`src/rtl/ps2rx_pkg.sv`:
```
package ps2rx_pkg;

    // Decoder phases of one device-to-host frame
    typedef enum logic [2:0] {
        ST_IDLE,
        ST_DATA,
        ST_PAR,
        ST_STOP,
        ST_DRAIN
    } rx_state_e;

    localparam int BYTE_W     = 8;
    localparam int ERR_W      = 5;
    localparam int FRAME_BITS = 11;
    // Edge count at which the drain phase gives up on a broken frame
    localparam logic [3:0] DRAIN_END = 4'(FRAME_BITS - 1);

    // Sticky error flags; bit order is visible at err_o
    typedef struct packed {
        logic ovf;    // bit 4
        logic stop;   // bit 3
        logic par;    // bit 2
        logic tmo;    // bit 1
        logic start;  // bit 0
    } rx_err_t;

    typedef struct packed {
        logic              vld;
        logic [BYTE_W-1:0] dat;
    } rx_byte_t;

    // Width of a counter that must reach n
    function automatic int cnt_width(input int n);
        return (n < 2) ? 1 : $clog2(n + 1);
    endfunction

endpackage

```
`src/rtl/ps2rx_sync.sv`:
```
module ps2rx_sync #(
    parameter int         W       = 2,
    parameter int         STAGES  = 2,
    parameter logic [W-1:0] RST_VAL = '1
) (
    input  logic         clk,
    input  logic         rst,
    input  logic [W-1:0] d,
    output logic [W-1:0] q
);
    logic [W-1:0] pipe [STAGES];

    always_ff @(posedge clk) begin
        if (rst) pipe[0] <= RST_VAL;
        else     pipe[0] <= d;
    end

    for (genvar s = 1; s < STAGES; s++) begin : g_stage
        always_ff @(posedge clk) begin
            if (rst) pipe[s] <= RST_VAL;
            else     pipe[s] <= pipe[s-1];
        end
    end

    assign q = pipe[STAGES-1];
endmodule

```
`src/rtl/ps2rx_frame.sv`:
```
module ps2rx_frame
    import ps2rx_pkg::*;
#(
    parameter int TMO_CYC = 200000
) (
    input  logic     clk,
    input  logic     rst,
    input  logic     en,
    input  logic     fall,
    input  logic     dat,
    output rx_byte_t good,
    output rx_err_t  err_pulse,
    output logic     busy
);
    localparam int TW = cnt_width(TMO_CYC + 1);
    localparam logic [TW-1:0] TMO_LIM = TW'(TMO_CYC);
    localparam logic [TW-1:0] TMO_SAT = TW'(TMO_CYC + 1);

    rx_state_e         state_q;
    rx_state_e         eff_state;
    logic [BYTE_W-1:0] shreg_q;
    logic [3:0]        cnt_q;
    logic              ones_q;
    logic [TW-1:0]     gap_q;
    logic              gap_exp;
    logic              tmo_evt;

    // Cycles since the last falling edge, only counted inside a frame
    always_ff @(posedge clk) begin
        if (rst || !en || state_q == ST_IDLE || fall)
            gap_q <= '0;
        else if (gap_q != TMO_SAT)
            gap_q <= gap_q + 1'b1;
    end

    assign gap_exp   = (gap_q > TMO_LIM);
    assign tmo_evt   = fall && (state_q != ST_IDLE) && gap_exp;
    assign eff_state = tmo_evt ? ST_IDLE : state_q;

    always_ff @(posedge clk) begin
        good.vld  <= 1'b0;
        err_pulse <= '0;
        if (rst) begin
            state_q  <= ST_IDLE;
            shreg_q  <= '0;
            cnt_q    <= '0;
            ones_q   <= 1'b0;
            good.dat <= '0;
        end else if (!en) begin
            state_q <= ST_IDLE;
        end else if (fall) begin
            err_pulse.tmo <= tmo_evt;
            unique case (eff_state)
                ST_IDLE: begin
                    shreg_q <= '0;
                    cnt_q   <= '0;
                    ones_q  <= 1'b0;
                    if (dat) begin
                        err_pulse.start <= 1'b1;
                        state_q         <= ST_DRAIN;
                    end else begin
                        state_q <= ST_DATA;
                    end
                end
                ST_DATA: begin
                    shreg_q <= {dat, shreg_q[BYTE_W-1:1]};
                    ones_q  <= ones_q ^ dat;
                    cnt_q   <= cnt_q + 4'd1;
                    if (cnt_q == 4'(BYTE_W - 1)) state_q <= ST_PAR;
                end
                ST_PAR: begin
                    cnt_q <= cnt_q + 4'd1;
                    if (ones_q ^ dat) begin
                        state_q <= ST_STOP;
                    end else begin
                        err_pulse.par <= 1'b1;
                        state_q       <= ST_DRAIN;
                    end
                end
                ST_STOP: begin
                    cnt_q <= cnt_q + 4'd1;
                    if (!dat) begin
                        err_pulse.stop <= 1'b1;
                    end else begin
                        good.vld <= 1'b1;
                        good.dat <= shreg_q;
                    end
                    state_q <= ST_IDLE;
                end
                ST_DRAIN: begin
                    cnt_q <= cnt_q + 4'd1;
                    if (cnt_q + 4'd1 >= DRAIN_END) state_q <= ST_IDLE;
                end
                default: state_q <= ST_IDLE;
            endcase
        end
    end

    assign busy = (state_q != ST_IDLE);
endmodule

```
`src/rtl/ps2rx_fifo.sv`:
```
module ps2rx_fifo #(
    parameter int DEPTH = 16,
    parameter int W     = 8,
    localparam int AW   = (DEPTH > 1) ? $clog2(DEPTH) : 1,
    localparam int CW   = $clog2(DEPTH + 1)
) (
    input  logic          clk,
    input  logic          rst,
    input  logic          push,
    input  logic [W-1:0]  wdata,
    input  logic          pop,
    output logic [W-1:0]  rdata,
    output logic          full,
    output logic          empty,
    output logic [CW-1:0] level
);
    logic [W-1:0]  mem [DEPTH];
    logic [AW-1:0] wptr_q, rptr_q;
    logic [CW-1:0] cnt_q;
    logic          do_push, do_pop;

    assign full    = (cnt_q == CW'(DEPTH));
    assign empty   = (cnt_q == '0);
    assign do_push = push && !full;
    assign do_pop  = pop && !empty;

    function automatic logic [AW-1:0] nxt(input logic [AW-1:0] p);
        return (p == AW'(DEPTH - 1)) ? '0 : p + 1'b1;
    endfunction

    always_ff @(posedge clk) begin
        if (do_push) mem[wptr_q] <= wdata;
    end

    always_ff @(posedge clk) begin
        if (rst) begin
            wptr_q <= '0;
            rptr_q <= '0;
            cnt_q  <= '0;
        end else begin
            if (do_push) wptr_q <= nxt(wptr_q);
            if (do_pop)  rptr_q <= nxt(rptr_q);
            unique case ({do_push, do_pop})
                2'b10:   cnt_q <= cnt_q + 1'b1;
                2'b01:   cnt_q <= cnt_q - 1'b1;
                default: cnt_q <= cnt_q;
            endcase
        end
    end

    assign rdata = mem[rptr_q];
    assign level = cnt_q;
endmodule

```
`src/rtl/ps2rx_top.sv`:
```
module ps2rx_top
    import ps2rx_pkg::*;
#(
    parameter int DEPTH   = 16,
    parameter int TMO_CYC = 200000
) (
    input  logic                       clk,
    input  logic                       rst,
    input  logic                       rx_en,
    input  logic                       ps2_clk_i,
    input  logic                       ps2_dat_i,
    input  logic                       pop_i,
    output logic [7:0]                 rd_data_o,
    output logic                       empty_o,
    output logic [$clog2(DEPTH+1)-1:0] level_o,
    input  logic                       rsp_arm_i,
    output logic                       rsp_pending_o,
    output logic [7:0]                 rsp_byte_o,
    input  logic                       err_rd_i,
    output logic [4:0]                 err_o
);
    localparam int CW = $clog2(DEPTH + 1);

    logic [1:0] line_s;
    logic       clk_s, dat_s, clk_d;
    logic       fall;
    rx_byte_t   good;
    rx_err_t    frm_err, err_q, new_err;
    logic       frm_busy;
    logic       good_vld;
    logic       fifo_full, fifo_push, ovf_evt;
    logic       pend_q;
    logic [7:0] rsp_q;

    ps2rx_sync #(.W(2), .STAGES(2), .RST_VAL(2'b11)) u_sync (
        .clk (clk),
        .rst (rst),
        .d   ({ps2_clk_i, ps2_dat_i}),
        .q   (line_s)
    );
    assign clk_s = line_s[1];
    assign dat_s = line_s[0];

    always_ff @(posedge clk) begin
        if (rst) clk_d <= 1'b1;
        else     clk_d <= clk_s;
    end
    assign fall = clk_d && !clk_s;

    ps2rx_frame #(.TMO_CYC(TMO_CYC)) u_frame (
        .clk       (clk),
        .rst       (rst),
        .en        (rx_en),
        .fall      (fall),
        .dat       (dat_s),
        .good      (good),
        .err_pulse (frm_err),
        .busy      (frm_busy)
    );
    assign good_vld = good.vld;

    // Routing of a good byte: response register first, FIFO otherwise
    assign fifo_push = good_vld && !pend_q && !fifo_full;
    assign ovf_evt   = good_vld && !pend_q && fifo_full;

    ps2rx_fifo #(.DEPTH(DEPTH), .W(BYTE_W)) u_fifo (
        .clk   (clk),
        .rst   (rst),
        .push  (fifo_push),
        .wdata (good.dat),
        .pop   (pop_i),
        .rdata (rd_data_o),
        .full  (fifo_full),
        .empty (empty_o),
        .level (level_o)
    );

    always_ff @(posedge clk) begin
        if (rst) begin
            pend_q <= 1'b0;
            rsp_q  <= '0;
        end else begin
            if (good_vld && pend_q) rsp_q <= good.dat;
            pend_q <= rsp_arm_i || (pend_q && !good_vld);
        end
    end

    always_comb begin
        new_err     = frm_err;
        new_err.ovf = ovf_evt;
    end

    always_ff @(posedge clk) begin
        if (rst) err_q <= '0;
        else     err_q <= (err_rd_i ? rx_err_t'('0) : err_q) | new_err;
    end

    assign err_o         = err_q;
    assign rsp_pending_o = pend_q;
    assign rsp_byte_o    = rsp_q;
endmodule

```
`config.mk`:
```
export PLATFORM = sky130hd
export DESIGN_NAME = ps2rx_top
export DESIGN_NICKNAME = d
export VERILOG_FILES = /design/src/rtl/ps2rx_pkg.sv /design/src/rtl/ps2rx_sync.sv /design/src/rtl/ps2rx_frame.sv /design/src/rtl/ps2rx_fifo.sv /design/src/rtl/ps2rx_top.sv
export SDC_FILE = /design/constraint.sdc
export NUM_CORES = 1
export LEC_CHECK = 0
export CAP_MARGIN = 5
export CORE_MARGIN = 2
export CORE_UTILIZATION = 45
export CTS_BUF_LIST = sky130_fd_sc_hd__clkbuf_16
export DETAILED_ROUTE_END_ITERATION = 12
export DONT_BUFFER_PORTS = 1
export PLACE_DENSITY_LB_ADDON = 0.08
export SYNTH_ARGS = -nofsm -noshare
export SYNTH_HDL_FRONTEND = slang
export SYNTH_SLANG_ARGS = --single-unit
```
`constraint.sdc`:
```
create_clock -name clk -period 2.7 [get_ports clk]
set_clock_uncertainty 0.15 [all_clocks]
set_input_delay 0.405 -clock clk [delete_from_list [all_inputs] [get_ports clk]]
set_output_delay 0.405 -clock clk [all_outputs]
set_load 0.01 [all_outputs]
```
# Word-level counts from Yosys, hierarchy flattened
# Memories as Yosys holds them, arrays and structs flattened. A register that Yosys moved wholly into a read port is not among the register bits.
# Cells that the tools add are included.
[totals]
reg_bits = 75
latch_bits = 0
ramBits = 132
romBits = 0
wordCells = 117
n_memories = 2
[classes]
addsub = 6
n_mul = 0
div = 0
order_cmp = 2
eq_ne = 13
n_shift = 0
muxes = 26
n_bitwise = 9
n_reduce_logical = 37
[mem_list]
columns = ["name", "words", "word_bits", "read_ports", "rd_ports_with_merged_regs", "write_ports", "line_no", "text"]
rows = [
  ["u_fifo.mem", 16, 8, 1, 1, 1, "ps2rx_fifo.sv:17", "logic [W-1:0] mem [DEPTH];"],
  ["u_sync.pipe", 2, 2, 2, 0, 2, "ps2rx_sync.sv:11", "logic [W-1:0] pipe [STAGES];"],
]
[ops]
columns = ["operator", "n"]
rows = [
  ["adder 18 x 1 -> 18 bit (second input constant)", 1],
  ["> comparator 18 bit (second input constant)", 1],
  ["!= test 18 bit (second input constant)", 1],
  ["two-way mux 4 bit", 4],
  ["case mux 8 bit (2 select lines)", 1],
  ["OR reduction 4 bit", 4],
  ["two-way mux 3 bit", 5],
  ["adder 4 x 1 -> 4 bit (second input constant)", 3],
  ["case mux 3 bit (4 select lines)", 1],
  ["logical AND 1 bit", 10],
  ["case mux 5 bit (2 select lines)", 1],
  ["two-way mux 9 bit", 1],
  ["AND reduction 3 bit", 3],
  ["== test 4 bit (second input constant)", 2],
  ["two-way mux 1 bit", 8],
  ["case mux 4 bit (2 select lines)", 1],
  ["== test 3 x 2 -> 1 bit (second input constant)", 2],
  ["logical NOT 1 bit", 6],
  ["logical NOT 3 bit", 2],
  ["nonzero test 2 bit", 3],
  ["adder 5 x 1 -> 5 bit (second input constant)", 1],
  ["== test 5 bit (second input constant)", 1],
  ["logical NOT 5 bit", 1],
  ["two-way mux 5 bit", 1],
  ["19 further kinds", 29],
]

# Logic depth before layout (Yosys ltp)
# Gate-level depths: netlist of the first run.
# An unclocked memory read counts as a cell.
[logic_depth]
depth_word = 10
mapped_depth = 11
depth_no_buf = 11

# By module
# A second synthesis of the first run with hierarchy kept.
[hier_totals]
hier_cells = 621
hier_area_um2 = 8931.1
[modules_own_cells]
columns = ["module", "n_inst", "cells_each", "area_each_um2", "seq_area_each_um2"]
rows = [
  ["ps2rx_fifo", 1, 297, 5928.2, 4184.0],
  ["ps2rx_frame", 1, 251, 2257.2, 940.9],
  ["ps2rx_top", 1, 65, 640.6, 300.3],
  ["ps2rx_sync", 1, 8, 105.1, 80.1],
]

# Worst setup path before layout of the first run
# No wires, ideal clock.
[synth_timing]
kind = "register to register"
startpoint = "register u_fifo.cnt_q[2] (netlist: u_fifo.level[2])"
endpoint = "register u_fifo.cnt_q[4] (netlist: u_fifo.level[4])"
t_arrival_ps = 2729
path_slack_ps = -250
path_stages_with_launch = 11
n_path_buf = 0
synth_period_minus_slack_ps = 2950
cell_sequence = "dfxtp_1 or4_1 o21ai_1 inv_1 ha_1 ha_1 nor2b_1 o21ai_0 a21oi_1 or4_1 a21oi_1"
[synth_via]
elab_chain_len = 6
word_cells_on_any_way = 13
classes_between = "2 x add/sub; 3 x eq/ne; 1 x mux; 7 x reduce/logical"
[synth_rtl]
columns = ["element", "line_no", "text"]
rows = [
  ["start, declared", "ps2rx_fifo.sv:19", "logic [CW-1:0] cnt_q;"],
  ["start signal, assigned", "ps2rx_fifo.sv:44", "2'b10: cnt_q <= cnt_q + 1'b1;"],
  ["start signal, assigned", "ps2rx_fifo.sv:45", "2'b01: cnt_q <= cnt_q - 1'b1;"],
  ["start signal, assigned", "ps2rx_fifo.sv:46", "default: cnt_q <= cnt_q;"],
  ["== test 5 bit", "ps2rx_fifo.sv:22", "assign full = (cnt_q == CW'(DEPTH));"],
  ["logical NOT 1 bit", "ps2rx_fifo.sv:24, ps2rx_top.sv:63", ""],
  ["logical AND 1 bit", "ps2rx_top.sv:63", "assign fifo_push = good_vld && !pend_q && !fifo_full;"],
  ["logical AND 1 bit", "ps2rx_fifo.sv:24", "assign do_push = push && !full;"],
  ["== test 2 x 1 -> 1 bit / == test 2 bit (equally long branches)", "ps2rx_fifo.sv:43", "unique case ({do_push, do_pop})"],
  ["case mux 5 bit (2 select lines) / nonzero test 2 bit (equally long branches)", "--", ""],
]
# Several ways; a longest one is shown, not always the timed one.
# A chain may end at the register's enable or synchronous reset.

# Final worst setup path of the first run
[layout_timing]
startpoint = "register u_fifo.cnt_q[1] (netlist: u_fifo.level[1])"
endpoint = "register u_fifo.cnt_q[4] (netlist: u_fifo.level[4])"
# Same word-level chain as after synthesis.

==> results of run 1 <==
## sequential cells by signal, summed over array words and instances, names as in the netlist, named ones only
register / cells
u_frame.good: 9
err_o: 5
rsp_byte_o: 8
u_frame.err_pulse: 4
u_fifo.rptr_q: 4
u_frame.shreg_q: 8
u_frame.state_q: 3
u_frame.cnt_q: 4
u_fifo.level: 5
u_fifo.wptr_q: 4
u_fifo.mem: 128
u_frame.gap_q: 18
rsp_pending_o: 1
clk_d: 1
u_sync.pipe: 4
u_frame.ones_q: 1
## metal layers
| metal | GRT usage | share of wire | vias up | routed length, um |
|---|---|---|---|---|
| met2 | 0.3295 | 0.52 | 89 | 9446 |
| met4 | 0.04534 | 0.019 | 0 | 351 |
| met5 | 0 | 0 | - | 0 |
| li1 | - | - | 2431 | - |
| met1 | 0.2264 | 0.42 | 2533 | 7723 |
| met3 | 0.03230 | 0.037 | 23 | 672 |
## cells in the final DEF, fill, tap and decap left out, drive strengths merged, types with 6 or more instances in the layout
cell type / instances
inv: 28
and4: 6
edfxtp: 128
nand2b: 10
nor3: 13
clkbuf: 25
a22o: 9
clkinv: 7
xor2: 10
nand3: 26
o21ai: 19
ha: 14
nor2: 56
buf: 33
and3: 9
nor2b: 6
mux4: 40
a21oi: 42
dfxtp: 83
or2: 6
nand2: 31
xnor2: 12
## where the power goes
part / internal [mW] / switching (mW) / total [mW]
Sequential: 3.38 / 0.00543 / 3.39
Combinational: 0.0240 / 0.0391 / 0.0630
Clock: 1.60 / 1.19 / 2.79
Total: 5.00 / 1.24 / 6.24
## what timing repair did
action / CTS / global route
setup buffers: 3 / 2
hold buffers: 6 / 0
cloned: 0 / 1
gates resized for setup: 14 / 3
hold endpoints to repair: 53 / 0
pin swaps: 7 / 4
setup endpoints to repair: 9 / 10
## final timing paths
kind | slack, ns | endpoint | startpoint
max | -0.03 | u_fifo.level[4]$_SDFFE_PP0P_ | u_fifo.level[1]$_SDFFE_PP0P_
min | 0.04 | u_frame.state_q[0]$_SDFFE_PP0P_ | rx_en
max reg2reg | -0.03 | u_fifo.level[4]$_SDFFE_PP0P_ | u_fifo.level[1]$_SDFFE_PP0P_
min reg2reg | 0.26 | u_sync.pipe[1][0]$_SDFF_PP1_ | u_sync.pipe[0][0]$_SDFF_PP1_
## layout make-up
type	count	area, um2
Timing Repair Buffer	39	385.4
Fill cell	1579	8812
Sequential cell	211	5517
Tap cell	234	292.8
Clock inverter	18	76.32
Inverter	17	63.81
Multi-Input combinational cell	366	3020
Clock buffer	24	600.6
## stage by stage
step | hold slack [ns] | setup slack (ns) | setup TNS, ns | util
final | 0.03709 | -0.03478 | -0.1492 | 0.5305
after global routing | 0.03493 | -0.1138 | -0.7915 | 0.5305
after CTS | 0.01921 | -0.04402 | -0.2067 | 0.5277
after detailed placement | 0.2472 | -0.05940 | -0.05940 | 0.4838
after global placement | 0.2454 | 0.01317 | 0 | 0.4838
after floorplan | 0.2395 | 0.001094 | 0 | -
## logic make-up (layout without fill, tap and decap cells)
logic type / after synthesis / in the layout / synth area share
DFF: 211 / 211 / 0.6389
adders and majority gates: 15 / 15 / 0.02265
and+or+nand+nor: 188 / 188 / 0.1154
buffers and inverters: 44 / 98 / 0.01989
AOI/OAI and AO/OA: 97 / 97 / 0.07159
xor gates and xnor gates: 22 / 22 / 0.02236
muxes: 44 / 44 / 0.1092
## worst max-delay path, stage by stage, from the launching register on
cell	delay [ns]
dfxtp_4	0.36
or4_4	0.55
o21ai_4	0.17
inv_2	0.07
ha_4	0.18
ha_4	0.27
nor2b_4	0.14
o21ai_2	0.07
and3_1	0.15
or4_4	0.42
a21oi_2	0.13
==> metrics.csv, run 1 <==
stage;metric;value;unit
synth;post-synth top area share;0.4461;
finish;ant diodes;0;
floorplanning;Die Wd;142.4;um
synth;Post-synth EDFFs;128;
cts;Clock Path Buffers;3;
cts;CTS tree;yes;
sta;Tmin final;2.735;ns
power_and_ir_drop;pwr dens;626.4;nW/um2
cts;clock-pin transition on the worst setup and hold timing paths;0.06;ns
detailed_routing;initial DRC count;284;
cts;CTS Root Cell;clkbuf_16;
detailed_routing;final wirelength;18190;um
critical_path;critical path type;reg -> reg;
sta;RSZ-0062 raised after global routing;true;
power_and_ir_drop;total chip power;6.236;mW
synth;post-synthesis cell area;8617;um2
sta;Final WS setup;-0.03478;ns
synth;Yosys top cell by area;edfxtp_1;
synth;synthesized net count;644;
status;outcome;finished, violations left;
detailed_routing;routed vias;5076;
floorplanning;die area;20270;um2
synth;Synth cell types;60;
synth;Synthesis Warnings;0;
status;violated checks;setup timing;
synth;cells after synthesis;621;
sta;slew margin rel.;0.4559;
grt;initial antenna violation count;0;
floorplanning;row count;50;
hold_path;min-delay worst type;in -> reg;
synth;Synth async-reset ratio;0;
synth;mean post-synth cell area;13.88;um2
synth;sequential area share after synthesis;0.6389;
grt;vias in the first global route;5225;
sta;max frequency;365.7;MHz
sta;Final Slew Violations;0;
floorplanning;initial core utilization;0.4591;
critical_path;worst r2r path cells;10;
critical_path;Setup crit start kind;flip-flop;
synth;most common library cells after synthesis;edfxtp_1, dfxtp_1, nor2_1;
power_and_ir_drop;P_leak;3.376;nW
critical_path;Critical Path AT;3.02;ns
placed_design;RePlAce Congestion;0.7602;
cts;CTS buffer count;23;
sta;final hold violations;0;
grt;pin count of the biggest net entering global routing;51;
job;Max-cap violations;0;
sta;actual slew at the worst max-slew pin;0.8131;ns
finish;final net count;681;
synth;#FFs+latches synth;211;
placed_design;PortBufs;0;
synth;ys flop type;edfxtp_1;
detailed_routing;Final ANT Viol Nets;0;
synth;most common cell in the netlist;edfxtp_1;
finish;Finished Layout Cells;909;
finish;layout cells sized above 1;0.2000;
synth;Area contributors post-synth;edfxtp_1, dfxtp_1, mux4_2;
floorplanning;Die Y-Extent;142.4;um
detailed_routing;drt wl/cell;20.01;um
cts;clk sinks;211;
floorplanning;Core ar.;18770;um2
finish;Area growth, synth to finish;15.54;%
placed_design;dpl hpwl;11820;um
critical_path;CP endpoint kind;flip-flop;
sta;# setup viols final;9;
detailed_routing;Vias per Instance;5.584;
grt;GRT Util Overall;0.1820;
grt;remaining global-route overflow;0;
hold_path;WHS Path Cells;3;
cts;H-tree depth;1;
grt;first-pass GRT wire length;28380;um
critical_path;worst path required time;2.99;ns
detailed_routing;drt first pass iters;5;
placed_design;dpl cells;855;
critical_path;worst-path fanout max;4;
finish;final instance area;9956;um2
sta;crit share post-route;1.013;
power_and_ir_drop;VDD IR-drop max;527.9;uV
placed_design;dpl cell area;9080;um2
detailed_routing;DRC errors left;0;
floorplanning;top-level I/O count;36;
cts;Clk Latency, worst-skew pair;0.50;ns
Note: power is estimated with default switching activity, not from simulation.
==> inputs of run 2 (changes only) <==
--- a/config.mk
+++ b/config.mk
@@ -6,6 +6,7 @@
 export NUM_CORES = 1
 export LEC_CHECK = 0
 export CAP_MARGIN = 5
+export CORE_ASPECT_RATIO = 0.5
 export CORE_MARGIN = 2
 export CORE_UTILIZATION = 45
 export CTS_BUF_LIST = sky130_fd_sc_hd__clkbuf_16
==> constraint.sdc (replaced) <==
create_clock -name clk -period 3.1 [get_ports clk]
set_clock_uncertainty 0.15 [all_clocks]
set_input_delay 0.465 -clock clk [delete_from_list [all_inputs] [get_ports clk]]
set_output_delay 0.465 -clock clk [all_outputs]
set_load 0.01 [all_outputs]
==> metrics.csv, run 2 (same netlist as run 1, synthesis figures left out) <==
stage;metric;value;unit;change
detailed_routing;drt wl/cell;18.80;um;-6.1%
grt;pin count of the biggest net entering global routing;44;;-14%
status;outcome;finished clean;;
power_and_ir_drop;P_leak;3.375;nW;about the same
cts;H-tree depth;1;;unchanged
finish;most flop-heavy register;u_fifo.mem;;
detailed_routing;DRC errors left;0;;unchanged
sta;Final WS setup;0.1461;ns;+0.1809 ns
finish;Final Core Density;0.5272;;-0.003243
critical_path;Worst R2R Start;u_fifo.level[0]$_SDFFE_PP0P_;;
sta;Fin Hold WS;0.02687;ns;-0.01022 ns
cts;Clock Path Buffers;3;;unchanged
sta;crit share post-route;0.9529;;-0.06001
floorplanning;initial core utilization;0.4641;;+0.004950
placed_design;RePlAce Congestion;0.7933;;+4.4%
critical_path;Setup crit start kind;flip-flop;;
sta;max frequency;338.5;MHz;-7.4%
critical_path;worst path required time;3.36;ns;+0.37 ns
floorplanning;row count;35;;-30%
cts;Clk Latency, worst-skew pair;0.48;ns;-0.02 ns
finish;largest registers;u_fifo.mem x128, u_frame.gap_q x18, u_frame.good x9;;
floorplanning;top-level I/O count;36;;unchanged
floorplanning;die area;20340;um2;+0.33%
finish;layout cells sized above 1;0.1782;;-0.02175
critical_path;register-to-register setup slack;0.15;ns;+0.18 ns
critical_path;reg2reg end;u_fifo.level[4]$_SDFFE_PP0P_;;
grt;first-pass GRT wire length;27920;um;-1.6%
finish;Fillers;1602;;+1.5%
sta;actual slew at the worst max-slew pin;0.7732;ns;-0.03988 ns
placed_design;dpl cell area;9057;um2;-0.25%
hold_path;WHS Path Cells;2;;-1
floorplanning;Core ar.;18570;um2;-1.1%
detailed_routing;Vias per Instance;5.469;;-2.1%
power_and_ir_drop;total chip power;5.476;mW;-12%
critical_path;critical path type;reg -> reg;;
detailed_routing;final wirelength;17310;um;-4.8%
critical_path;CP endpoint kind;flip-flop;;
finish;Area growth, synth to finish;13.61;%;
detailed_routing;initial DRC count;243;;-14%
placed_design;dpl cells;881;;+3.0%
sta;final hold violations;0;;unchanged
critical_path;Critical Path AT;3.21;ns;+0.19 ns
cts;clk sinks;211;;unchanged
floorplanning;Die Y-Extent;101.9;um;-28%
power_and_ir_drop;VDD IR-drop max;323.4;uV;-39%
finish;final net count;671;;-1.5%
finish;ant diodes;0;;unchanged
critical_path;worst r2r path cells;10;;unchanged
grt;vias in the first global route;4961;;-5.1%
detailed_routing;Final ANT Viol Nets;0;;unchanged
grt;GRT Util Overall;0.1782;;-0.003753
hold_path;endpoint of the worst hold path;u_frame.ones_q$_SDFFE_PP0P_;;
placed_design;dpl hpwl;11160;um;-5.6%
detailed_routing;routed vias;5037;;-0.77%
sta;Tmin final;2.954;ns;+0.2191 ns
grt;initial antenna violation count;0;;unchanged
placed_design;PortBufs;0;;unchanged
sta;final setup TNS;0;ns;+0.1492 ns
cts;CTS Root Cell;clkbuf_16;;
hold_path;hold path startpoint;rst;;
power_and_ir_drop;pwr dens;559.3;nW/um2;-11%
finish;max FFs per register;128;;unchanged
floorplanning;Die Wd;199.7;um;+40%
cts;CTS tree;yes;;
finish;commonest non-fill, non-tap cell in the layout;edfxtp_1;;
hold_path;min-delay worst type;in -> reg;;
critical_path;worst-path fanout max;6;;+2
finish;commonest non-fill, non-tap cells in the layout;edfxtp_1, dfxtp_1, nor2_1, a21oi_1, mux4_2;;
sta;Final Slew Violations;0;;unchanged
finish;Finished Layout Cells;921;;+1.3%
cts;CTS buffer count;20;;-13%
job;Max-cap violations;0;;unchanged
finish;final instance area;9789;um2;-1.7%
cts;clock-pin transition on the worst setup and hold timing paths;0.06;ns;about the same
detailed_routing;drt first pass iters;5;;unchanged
sta;# setup viols final;0;;-9
grt;remaining global-route overflow;0;;unchanged
placed_design;post-place setup slack;0.09411;ns;+0.1535 ns
cts;Post-CTS Setup Bufs;0;;-3
sta;slew margin rel.;0.4712;;+0.01526
==> run 2: report_power, final <==
part           switching [mW]  total (mW)  internal [mW]
registers             0.00455        2.95           2.94
logic                  0.0322      0.0508         0.0186
clock network            1.00        2.48           1.47
total                    1.04        5.48           4.44
==> run 2: repair_timing <==
action | 4_1_cts | 5_1_grt
hold buffers | 4 | 0
hold endpoints to repair | 47 | 0
endpoints found under the setup margin | 0 | 1
resized for setup | 0 | 4
==> run 2: cell type report <==
type / count / area, um2 / area share
Multi-Input combinational cell: 366 / 2954 / 0.3018
Timing Repair Buffer: 32 / 272.8 / 0.02786
Inverter: 17 / 63.81 / 0.006518
Sequential cell: 211 / 5507 / 0.5625
Clock inverter: 15 / 142.6 / 0.01457
Clock buffer: 21 / 525.5 / 0.05368
Tap cell: 259 / 324.1 / 0.03310
==> run 2: layer usage <==
metal | track usage | vias up | wire, um
met5 | 0 | - | 0
met4 | 0.03020 | 0 | 206
met3 | 0.03267 | 18 | 803
met2 | 0.2818 | 91 | 7767
met1 | 0.2635 | 2519 | 8536
li1 | - | 2409 | -
==> run 2: how the worst max path moves through the flow <==
stage                                 start                      endpoint  slack, ns
3_3_place_gp   u_fifo.level[2]$_SDFFE_PP0P_  u_fifo.level[4]$_SDFFE_PP0P_       0.14
4_1_cts        u_fifo.level[2]$_SDFFE_PP0P_  u_fifo.level[4]$_SDFFE_PP0P_       0.07
2_1_floorplan  u_fifo.level[2]$_SDFFE_PP0P_  u_fifo.level[4]$_SDFFE_PP0P_       0.15
3_5_place_dp   u_fifo.level[2]$_SDFFE_PP0P_  u_fifo.level[4]$_SDFFE_PP0P_       0.09
5_1_grt        u_fifo.level[0]$_SDFFE_PP0P_  u_fifo.level[4]$_SDFFE_PP0P_      -0.02
6_report       u_fifo.level[0]$_SDFFE_PP0P_  u_fifo.level[4]$_SDFFE_PP0P_       0.15
==> run 2: critical path, cell delays in order, from the launching register on <==
cell and delay, ns:
dfxtp_1 0.38, or4_4 0.51, o21ai_2 0.14, inv_1 0.10, ha_1 0.26, ha_1 0.33
nor2b_1 0.18, o21ai_1 0.10, and3_1 0.20, or4_1 0.39, a21oi_1 0.15
